`src/rtl/brr_pkg.sv`:
```
package brr_pkg;
  typedef enum logic [2:0] {
    S_IDLE       = 3'd0,
    S_SETUP      = 3'd1,
    S_FIRST_WAIT = 3'd2,
    S_BEAT       = 3'd3,
    S_NEXT_WAIT  = 3'd4,
    S_CLOSE      = 3'd5
  } brr_state_e;
endpackage

```
`src/rtl/brr_wait_timer.sv`:
```
module brr_wait_timer #(
  parameter int CNT_W = 3
) (
  input  logic             clk_i,
  input  logic             rst_ni,
  input  logic             load_i,
  input  logic [CNT_W-1:0] load_val_i,
  input  logic             run_i,
  output logic             last_o
);
  logic [CNT_W-1:0] cnt_q;

  always_ff @(posedge clk_i or negedge rst_ni) begin
    if (!rst_ni) cnt_q <= '0;
    else if (load_i) cnt_q <= load_val_i;
    else if (run_i && cnt_q > CNT_W'(1)) cnt_q <= cnt_q - CNT_W'(1);
  end

  // holds at 1 so an external wait can repeat the last cycle
  assign last_o = (cnt_q <= CNT_W'(1));
endmodule

```
`src/rtl/brr_addr_gen.sv`:
```
module brr_addr_gen #(
  parameter int ADDR_W = 24,
  parameter int BEATS  = 4,
  parameter int OFS_W  = 2,
  localparam int BEAT_W = $clog2(BEATS),
  localparam int LOW_W  = BEAT_W + OFS_W
) (
  input  logic              clk_i,
  input  logic              rst_ni,
  input  logic              start_i,
  input  logic [ADDR_W-1:0] base_i,
  input  logic              step_i,
  output logic [ADDR_W-1:0] addr_o,
  output logic              last_beat_o
);
  logic [ADDR_W-LOW_W-1:0] upper_q;
  logic [BEAT_W-1:0]       beat_q;

  always_ff @(posedge clk_i or negedge rst_ni) begin
    if (!rst_ni) begin
      upper_q <= '0;
      beat_q  <= '0;
    end else if (start_i) begin
      upper_q <= base_i[ADDR_W-1:LOW_W];
      beat_q  <= '0;
    end else if (step_i) begin
      beat_q  <= beat_q + BEAT_W'(1);
    end
  end

  assign addr_o      = {upper_q, beat_q, {OFS_W{1'b0}}};
  assign last_beat_o = (beat_q == BEAT_W'(BEATS - 1));
endmodule

```
`src/rtl/brr_capture.sv`:
```
module brr_capture #(
  parameter int DATA_W = 32
) (
  input  logic              clk_i,
  input  logic              rst_ni,
  input  logic              take_i,
  input  logic [DATA_W-1:0] data_i,
  output logic [DATA_W-1:0] rdata_o,
  output logic              rvalid_o
);
  always_ff @(posedge clk_i or negedge rst_ni) begin
    if (!rst_ni) begin
      rdata_o  <= '0;
      rvalid_o <= 1'b0;
    end else begin
      rvalid_o <= take_i;
      if (take_i) rdata_o <= data_i;
    end
  end
endmodule

```
`src/rtl/brr_fsm.sv`:
```
module brr_fsm
  import brr_pkg::*;
#(
  parameter int FW_W  = 3,
  parameter int NW_W  = 2,
  parameter int CNT_W = 3
) (
  input  logic             clk_i,
  input  logic             rst_ni,
  input  logic             req_i,
  input  logic [FW_W-1:0]  first_wait_i,
  input  logic [NW_W-1:0]  next_wait_i,
  input  logic             wait_ni,
  input  logic             tmr_last_i,
  input  logic             last_beat_i,
  output logic             tmr_load_o,
  output logic [CNT_W-1:0] tmr_val_o,
  output logic             tmr_run_o,
  output logic             start_o,
  output logic             step_o,
  output logic             take_o,
  output logic             busy_o,
  output logic             done_o,
  output logic             cs_no,
  output logic             rd_no,
  output logic             bs_no,
  output logic             dack_no
);
  brr_state_e state_q, state_d;
  logic [FW_W-1:0] fw_q;
  logic [NW_W-1:0] nw_q;

  always_comb begin
    state_d    = state_q;
    tmr_load_o = 1'b0;
    tmr_val_o  = '0;
    tmr_run_o  = 1'b0;
    start_o    = 1'b0;
    step_o     = 1'b0;
    take_o     = 1'b0;
    unique case (state_q)
      S_IDLE: if (req_i) begin
        start_o = 1'b1;
        state_d = S_SETUP;
      end
      S_SETUP: begin
        if (fw_q == '0) state_d = S_BEAT;
        else begin
          tmr_load_o = 1'b1;
          tmr_val_o  = CNT_W'(fw_q);
          state_d    = S_FIRST_WAIT;
        end
      end
      S_FIRST_WAIT, S_NEXT_WAIT: begin
        tmr_run_o = 1'b1;
        if (tmr_last_i && wait_ni) state_d = S_BEAT;
      end
      S_BEAT: begin
        take_o = 1'b1;
        if (last_beat_i) state_d = S_CLOSE;
        else begin
          step_o = 1'b1;
          if (nw_q == '0) state_d = S_BEAT;
          else begin
            tmr_load_o = 1'b1;
            tmr_val_o  = CNT_W'(nw_q);
            state_d    = S_NEXT_WAIT;
          end
        end
      end
      S_CLOSE: state_d = S_IDLE;
      default: state_d = S_IDLE;
    endcase
  end

  always_ff @(posedge clk_i or negedge rst_ni) begin
    if (!rst_ni) begin
      state_q <= S_IDLE;
      fw_q    <= '0;
      nw_q    <= '0;
      done_o  <= 1'b0;
      cs_no   <= 1'b1;
      rd_no   <= 1'b1;
      bs_no   <= 1'b1;
      dack_no <= 1'b1;
    end else begin
      state_q <= state_d;
      if (start_o) begin
        fw_q <= first_wait_i;
        nw_q <= next_wait_i;
      end
      done_o  <= (state_q == S_CLOSE);
      // strobes registered from next state: aligned with state_q, glitch free
      cs_no   <= (state_d == S_IDLE);
      rd_no   <= (state_d == S_IDLE);
      dack_no <= (state_d == S_IDLE);
      bs_no   <= (state_d != S_SETUP);
    end
  end

  assign busy_o = (state_q != S_IDLE);
endmodule

```
`src/rtl/burst_rom_rd.sv`:
```
module burst_rom_rd #(
  parameter int ADDR_W = 24,
  parameter int DATA_W = 32,
  parameter int BEATS  = 4,
  parameter int FW_W   = 3,
  parameter int NW_W   = 2,
  localparam int OFS_W = $clog2(DATA_W / 8),
  localparam int CNT_W = (FW_W > NW_W) ? FW_W : NW_W
) (
  input  logic              clk_i,
  input  logic              rst_ni,
  input  logic              req_i,
  input  logic [ADDR_W-1:0] base_addr_i,
  input  logic [FW_W-1:0]   first_wait_i,
  input  logic [NW_W-1:0]   next_wait_i,
  output logic              busy_o,
  output logic [DATA_W-1:0] rdata_o,
  output logic              rvalid_o,
  output logic              done_o,
  output logic [ADDR_W-1:0] bus_addr_o,
  input  logic [DATA_W-1:0] bus_data_i,
  input  logic              bus_wait_ni,
  output logic              bus_cs_no,
  output logic              bus_rd_no,
  output logic              bus_rdwr_o,
  output logic              bus_bs_no,
  output logic              bus_dack_no
);
  logic             tmr_load, tmr_run, tmr_last;
  logic [CNT_W-1:0] tmr_val;
  logic             start, step, take, last_beat;

  brr_fsm #(.FW_W(FW_W), .NW_W(NW_W), .CNT_W(CNT_W)) i_fsm (
    .clk_i, .rst_ni, .req_i, .first_wait_i, .next_wait_i,
    .wait_ni     (bus_wait_ni),
    .tmr_last_i  (tmr_last),
    .last_beat_i (last_beat),
    .tmr_load_o  (tmr_load),
    .tmr_val_o   (tmr_val),
    .tmr_run_o   (tmr_run),
    .start_o     (start),
    .step_o      (step),
    .take_o      (take),
    .busy_o, .done_o,
    .cs_no       (bus_cs_no),
    .rd_no       (bus_rd_no),
    .bs_no       (bus_bs_no),
    .dack_no     (bus_dack_no)
  );

  brr_wait_timer #(.CNT_W(CNT_W)) i_timer (
    .clk_i, .rst_ni,
    .load_i     (tmr_load),
    .load_val_i (tmr_val),
    .run_i      (tmr_run),
    .last_o     (tmr_last)
  );

  brr_addr_gen #(.ADDR_W(ADDR_W), .BEATS(BEATS), .OFS_W(OFS_W)) i_addr (
    .clk_i, .rst_ni,
    .start_i     (start),
    .base_i      (base_addr_i),
    .step_i      (step),
    .addr_o      (bus_addr_o),
    .last_beat_o (last_beat)
  );

  brr_capture #(.DATA_W(DATA_W)) i_cap (
    .clk_i, .rst_ni,
    .take_i   (take),
    .data_i   (bus_data_i),
    .rdata_o, .rvalid_o
  );

  assign bus_rdwr_o = 1'b1;
endmodule

```
`config.mk`:
```
export PLATFORM = sky130hd
export DESIGN_NAME = burst_rom_rd
export DESIGN_NICKNAME = d
export VERILOG_FILES = /design/src/rtl/brr_pkg.sv /design/src/rtl/brr_wait_timer.sv /design/src/rtl/brr_addr_gen.sv /design/src/rtl/brr_capture.sv /design/src/rtl/brr_fsm.sv /design/src/rtl/burst_rom_rd.sv
export SDC_FILE = /design/constraint.sdc
export NUM_CORES = 1
export LEC_CHECK = 0
export BUFFER_PORTS_ARGS = -buffer_cell sky130_fd_sc_hd__buf_2
export CORE_ASPECT_RATIO = 1.75
export CORE_UTILIZATION = 43
export CTS_CLUSTER_SIZE = 40
export DETAILED_ROUTE_END_ITERATION = 10
export GPL_TIMING_DRIVEN = 0
export PLACE_DENSITY_LB_ADDON = 0.08
export SLEW_MARGIN = 20
export SYNTH_ARGS = -nofsm -noshare
export SYNTH_HDL_FRONTEND = slang
export SYNTH_SLANG_ARGS = --single-unit
```
`constraint.sdc`:
```
create_clock -name clk_i -period 1.7 [get_ports clk_i]
set_input_delay 0.17 -clock clk_i [delete_from_list [all_inputs] [get_ports clk_i]]
set_output_delay 0.17 -clock clk_i [all_outputs]
set_load 0.02 [all_outputs]
```
# ---- Yosys cells after proc, flatten, opt, wreduce, memory -nomap -nowiden
# Index checks and enable logic that the tools add are counted.
dict set report classes {
  eq_ne 7
  order_cmp 2
  reduce_logical 10
  muxes 24
  n_addsub 2
}
# cell count
set op_table {}
lappend op_table {{3-bit two-way mux} 8}
lappend op_table {{3-bit case mux with 4 select lines} 1}
lappend op_table {{1-bit two-way mux} 10}
lappend op_table {{3-bit logical NOT} 3}
lappend op_table {{3-bit by 2-bit == test with 1-bit output, second input constant} 2}
lappend op_table {{3-bit == test, second input constant} 2}
lappend op_table {{2-bit two-way mux} 3}
lappend op_table {{3-bit case mux with 2 select lines} 1}
lappend op_table {{2-bit nonzero test} 2}
lappend op_table {{3-bit by 1-bit == test with 1-bit output, second input constant} 1}
lappend op_table {{3-bit by 1-bit greater-than comparator with 1-bit output, second input constant} 1}
lappend op_table {{3-bit by 1-bit less-or-equal comparator with 1-bit output, second input constant} 1}
lappend op_table {{3-bit by 1-bit != test with 1-bit output, second input constant} 1}
lappend op_table {{3-bit nonzero test} 1}
lappend op_table {{3-bit by 1-bit subtractor with 3-bit output, second input constant} 1}
lappend op_table {{2-bit by 1-bit adder with 2-bit output, second input constant} 1}
lappend op_table {{2-bit == test, second input constant} 1}
lappend op_table {{1-bit logical AND} 2}
lappend op_table {{2-bit logical NOT} 1}
lappend op_table {{1-bit case mux with 2 select lines} 1}
lappend op_table {{2-bit OR reduction} 1}
dict set report totals {
  word_cells 56
  output_inout_bits 64
  inputBits 65
  register_bits 69
}

# ---- Depth between registers and ports, before layout
dict set report depth {
  ltp_word 6
  mapped_depth 6
  ltp_nobuf 6
}

# ---- Modules after synthesis
# From an unflattened synthesis, not the netlist that was laid out.
dict set report unflattened {
  cells_unflattened 206
  area_unflattened_um2 3060.4
}
# mod n_inst seq_area_each_um2 cells_each area_per_inst_um2
set modules_own_cells {}
lappend modules_own_cells {brr_capture 1 825.8 69 1370.1}
lappend modules_own_cells {brr_addr_gen 1 550.5 52 855.8}
lappend modules_own_cells {brr_fsm 1 277.8 58 603.1}
lappend modules_own_cells {brr_wait_timer 1 75.1 25 220.2}
lappend modules_own_cells {burst_rom_rd 1 0.0 2 11.3}

# ---- Least setup slack after synthesis
# OpenSTA, ideal clock, no wires.
dict set report synth_timing {
  kind {register to register}
  start {register i_fsm.state_q[1]}
  end {register i_addr.upper_q[0]}
  synth_period_minus_slack_ns 1.641
  path_slack_ns 0.059
  required_ns 1.575
  n_path_buf 2
  setup_time_ns 0.125
  path_stages_with_launch 6
  t_arrival_ns 1.516
  cell_sequence {dfrtp_1 -> buf_6 -> or3_4 -> nor2_8 -> buf_12 -> mux2_4}
}
dict set report synth_between {
  elab_chain_cells 2
}
# item line
set synth_lines {}
lappend synth_lines {{start, declared} brr_fsm.sv:29} ;# brr_state_e state_q, state_d;
lappend synth_lines {{start signal, assigned} brr_fsm.sv:87} ;# state_q <= state_d;
lappend synth_lines {{3-bit logical NOT} brr_fsm.sv:41} ;# unique case (state_q)
lappend synth_lines {{1-bit two-way mux} brr_fsm.sv:41}
lappend synth_lines {{end signal, assigned} brr_addr_gen.sv:24} ;# upper_q <= base_i[ADDR_W-1:LOW_W];
lappend synth_lines {{end, declared} brr_addr_gen.sv:16} ;# logic [ADDR_W-LOW_W-1:0] upper_q;
# No other way between the ends.
# A chain may end at the register's enable or synchronous reset.

# ---- Final worst setup path
dict set report layout_timing {
  start {register i_fsm.state_q[1]}
  end {register i_addr.upper_q[6]}
}
# The elaborated chain is that of the path after synthesis.

==> results.yml <==
final_layout:
  antenna_cells: 0
  drive_gt1_share_pct: 60.6
  multiInputGateArea_sq_um: 1140
  fin_nets: 413
  seqCellArea_sq_um: 1730
  fillCellCount: 606
  syn_to_final_growth_pct: 34.8
route:
  drtPass1Iterations: 4
  wl_um: 6130
  drc: 0
  ant_nets: 0
  routed-via-count: 2083
  vias_per_cell: 4.80
  wire_per_inst_um: 14.1
  drt_iter0_drc: 100
worst_setup_path:
  path_class: "reg2reg"
  cp_max_fo: 10
  worstPathRequired_ns: 1.91
  cp.arrival_ns: 1.91
  end_kind: "flop"
  worstSetupStartpointType: "flop"
global_route:
  overflow: 0
  antenna_found_initial: 0
  grt_max_degree: 48
  grt_pass1_wl_um: 9830
  gr-usage-all-layers_pct: 17.8
  grt_pass1_vias: 2060
yosys:
  netlist.area_leader.share_pct: 55.3
  yosys.area.top_type: "dfrtp_1"
  syn_avg_cell_area_sq_um: 14.4
  ys_ff_latch: 69
  synth.yosys.warnings: 0
  synth_cells: 210
  ys_types: 43
  syn_area_sq_um: 3030
  synth_top_cells_by_area: "dfrtp_1 55%, mux2_2 12%, mux2_4 11%"
  ys_seq_area_share_pct: 57.0
timing:
  clock_skew_ns: 0.00399
  finalSetupViolCount: 0
  period_share_pct: 100
  finalWorstSetupSlack_ns: 0.000105
  rsz0062_at_grt: "yes"
  hold_viol_final: 0
  setup_tns_ns: 0
  min_period_ns: 1.70
  max_freq_mhz: 588
  drv_slew: 0
power_and_ir_drop:
  leakagePower_nw: 2.05
  ir_worst_vdd_uv: 975
  power-per-cell-area_nw_per_um2: 2140
clock_tree:
  numCtsBuffers: 9
  cts_resized: 0
  clkSinkCount: 69
  clk_latency_ns: 0.32
  clockBufferDepth: 2
  h-tree-depth: 3
  cts_tree: "done"
  post_cts_buffers: 0
  root_buffer: "clkbuf_16"
  cts.clk_slew.worst_paths_ns: 0.05
placement:
  detailed_place_hpwl_um: 4600
  post-place-ws_ns: 0.00455
  gp_congestion: 0.847
  portBuffers: 121
floorplan:
  num_rows: 40
  die_area_sq_um: 7400
  core_area_sq_um: 6860
  die_h_um: 113
  pin_count: 129
  dieWidth_um: 65.5
  initial_core_util_pct: 44.2
flow_run:
  maxCapViolations: 0
outcome:
  outcome: "completed"
hold_path:
  worst_hold_path_type: "in2reg"
[synthesized netlist by cell type (all sizes together)]
| cell type | count |
|---|---|
| or4 | 1 |
| nor2 | 6 |
| and3 | 1 |
| nor3b | 2 |
| buf | 13 |
| nand2 | 9 |
| nand3 | 2 |
| and3b | 1 |
| mux2i | 1 |
| a31oi | 1 |
| ha | 3 |
| o21bai | 2 |
| clkbuf | 2 |
| dfstp | 2 |
| nand3b | 1 |
| a2111o | 1 |
| dfrtp | 67 |
| o21a | 1 |
| o22ai | 3 |
| a22o | 2 |
| nor2b | 1 |
| a211oi | 1 |
| inv | 9 |
| xnor2 | 2 |
| or3b | 1 |
| mux2 | 55 |
| o2bb2ai | 1 |
| o41ai | 1 |
| conb | 2 |
| a22oi | 1 |
| nand2b | 2 |
| o21ai | 5 |
| a21oi | 1 |
| o31ai | 2 |
| nor3 | 4 |
| or3 | 1 |
[per-layer routing]
metal  track usage (%)  share of wire [%]  vias up
li1                  -                  -      998
met1              20.3                 40      999
met2              28.7                 52       74
met3              5.95                6.1       12
met4              9.71                2.5        0
met5                 0                  0        -
[stage by stage]
step / power (mW) / cell area, sq um / std cells / hold slack (ns) / util (%)
floorplan: 5.79 / 3040 / 211 / -0.126 / -
global placement: 6.92 / 3750 / 416 / 0.376 / 54.6
detailed placement: 7.02 / 3780 / 417 / 0.0886 / 55.1
CTS: 8.85 / 4090 / 434 / 0.0403 / 59.6
global route: 9.27 / 4090 / 434 / 0.0672 / 59.6
finish: 8.75 / 4090 / 434 / 0.0502 / 59.6
[logic make-up after synthesis]
family,Yosys count,share of synthesized area [%]
mux,56,23.5
buf+inv,24,5.41
compound gates,22,5.28
xor+xnor,2,0.578
fa+ha+maj,3,1.24
simple gates,32,6.73
flops,69,57.0
other cells,2,0.248
[critical path: stages, from the launching register on]
cell and delay (ns):
dfrtp_1 0.37, buf_6 0.14, or3_4 0.43, nor2_8 0.17
buf_12 0.17, mux2_4 0.31
[area by class of cell]
type	count	share of cell area (%)
plain buffers	15	3.19
clock buffers	14	6.95
clock inverters	2	0.368
inverters	9	0.827
multi-input cells	118	28.0
flip-flops and latches	69	42.3
well taps	84	2.57
repair buffers	123	15.8
[flip-flops by register name, summed over array words and instances (netlist names)]
signal          count
i_fsm.fw_q          3
i_fsm.bs_no         1
i_cap.rdata_o      32
i_addr.upper_q     20
i_timer.cnt_q       3
i_cap.rvalid_o      1
i_fsm.nw_q          2
i_fsm.cs_no         1
i_addr.beat_q       2
i_fsm.done_o        1
i_fsm.state_q       3
[power by group]
group	total, mW	internal (mW)	switching (mW)	leakage [nW]
Combinational	4.08	1.90	2.18	1.09
Clock	1.79	1.15	0.649	0.141
Sequential	2.87	2.47	0.403	0.819
Total	8.75	5.52	3.23	2.05
[worst paths after layout]
check / from / endpoint / slack [ns] / cells after the start
worst max-delay path: i_fsm.state_q[1] / i_addr.upper_q[6] / 0.0001 / 5
max in group asynchronous: rst_ni / i_fsm.bs_no / 0.83 / 3
worst min-delay path: first_wait_i[1] / i_fsm.fw_q[1] / 0.05 / 3
worst max register to register: i_fsm.state_q[1] / i_addr.upper_q[6] / 0.0001 / 5
min in group asynchronous: rst_ni / i_cap.rdata_o[10] / 0.28 / 2
worst min register to register: i_cap.rdata_o[11] / i_cap.rdata_o[11] / 0.50 / 1
[timing repair]
| item | 4_1_cts | 5_1_grt |
|---|---|---|
| hold buffers | 1 | 0 |
| setup endpoints to repair | 1 | 22 |
| endpoints found under the hold margin | 22 | 0 |
[cells in the final DEF, fill, tap and decap left out, types with 2 or more instances in the layout]
cell	instances
a22o_1	2
buf_12	2
buf_2	123
buf_4	7
buf_6	2
clkbuf_1	3
clkbuf_16	9
clkbuf_8	4
clkinvlp_4	2
conb_1	3
dfrtp_1	67
dfstp_2	2
ha_1	3
inv_1	9
mux2_2	33
mux2_4	22
nand2_1	9
nand2b_1	2
nand3_1	2
nor2_1	5
nor3_1	3
nor3b_1	2
o21ai_0	5
o21bai_1	2
o22ai_1	2
o31ai_1	2
xnor2_1	2
No activity file was read; power rests on OpenSTA's default activity.
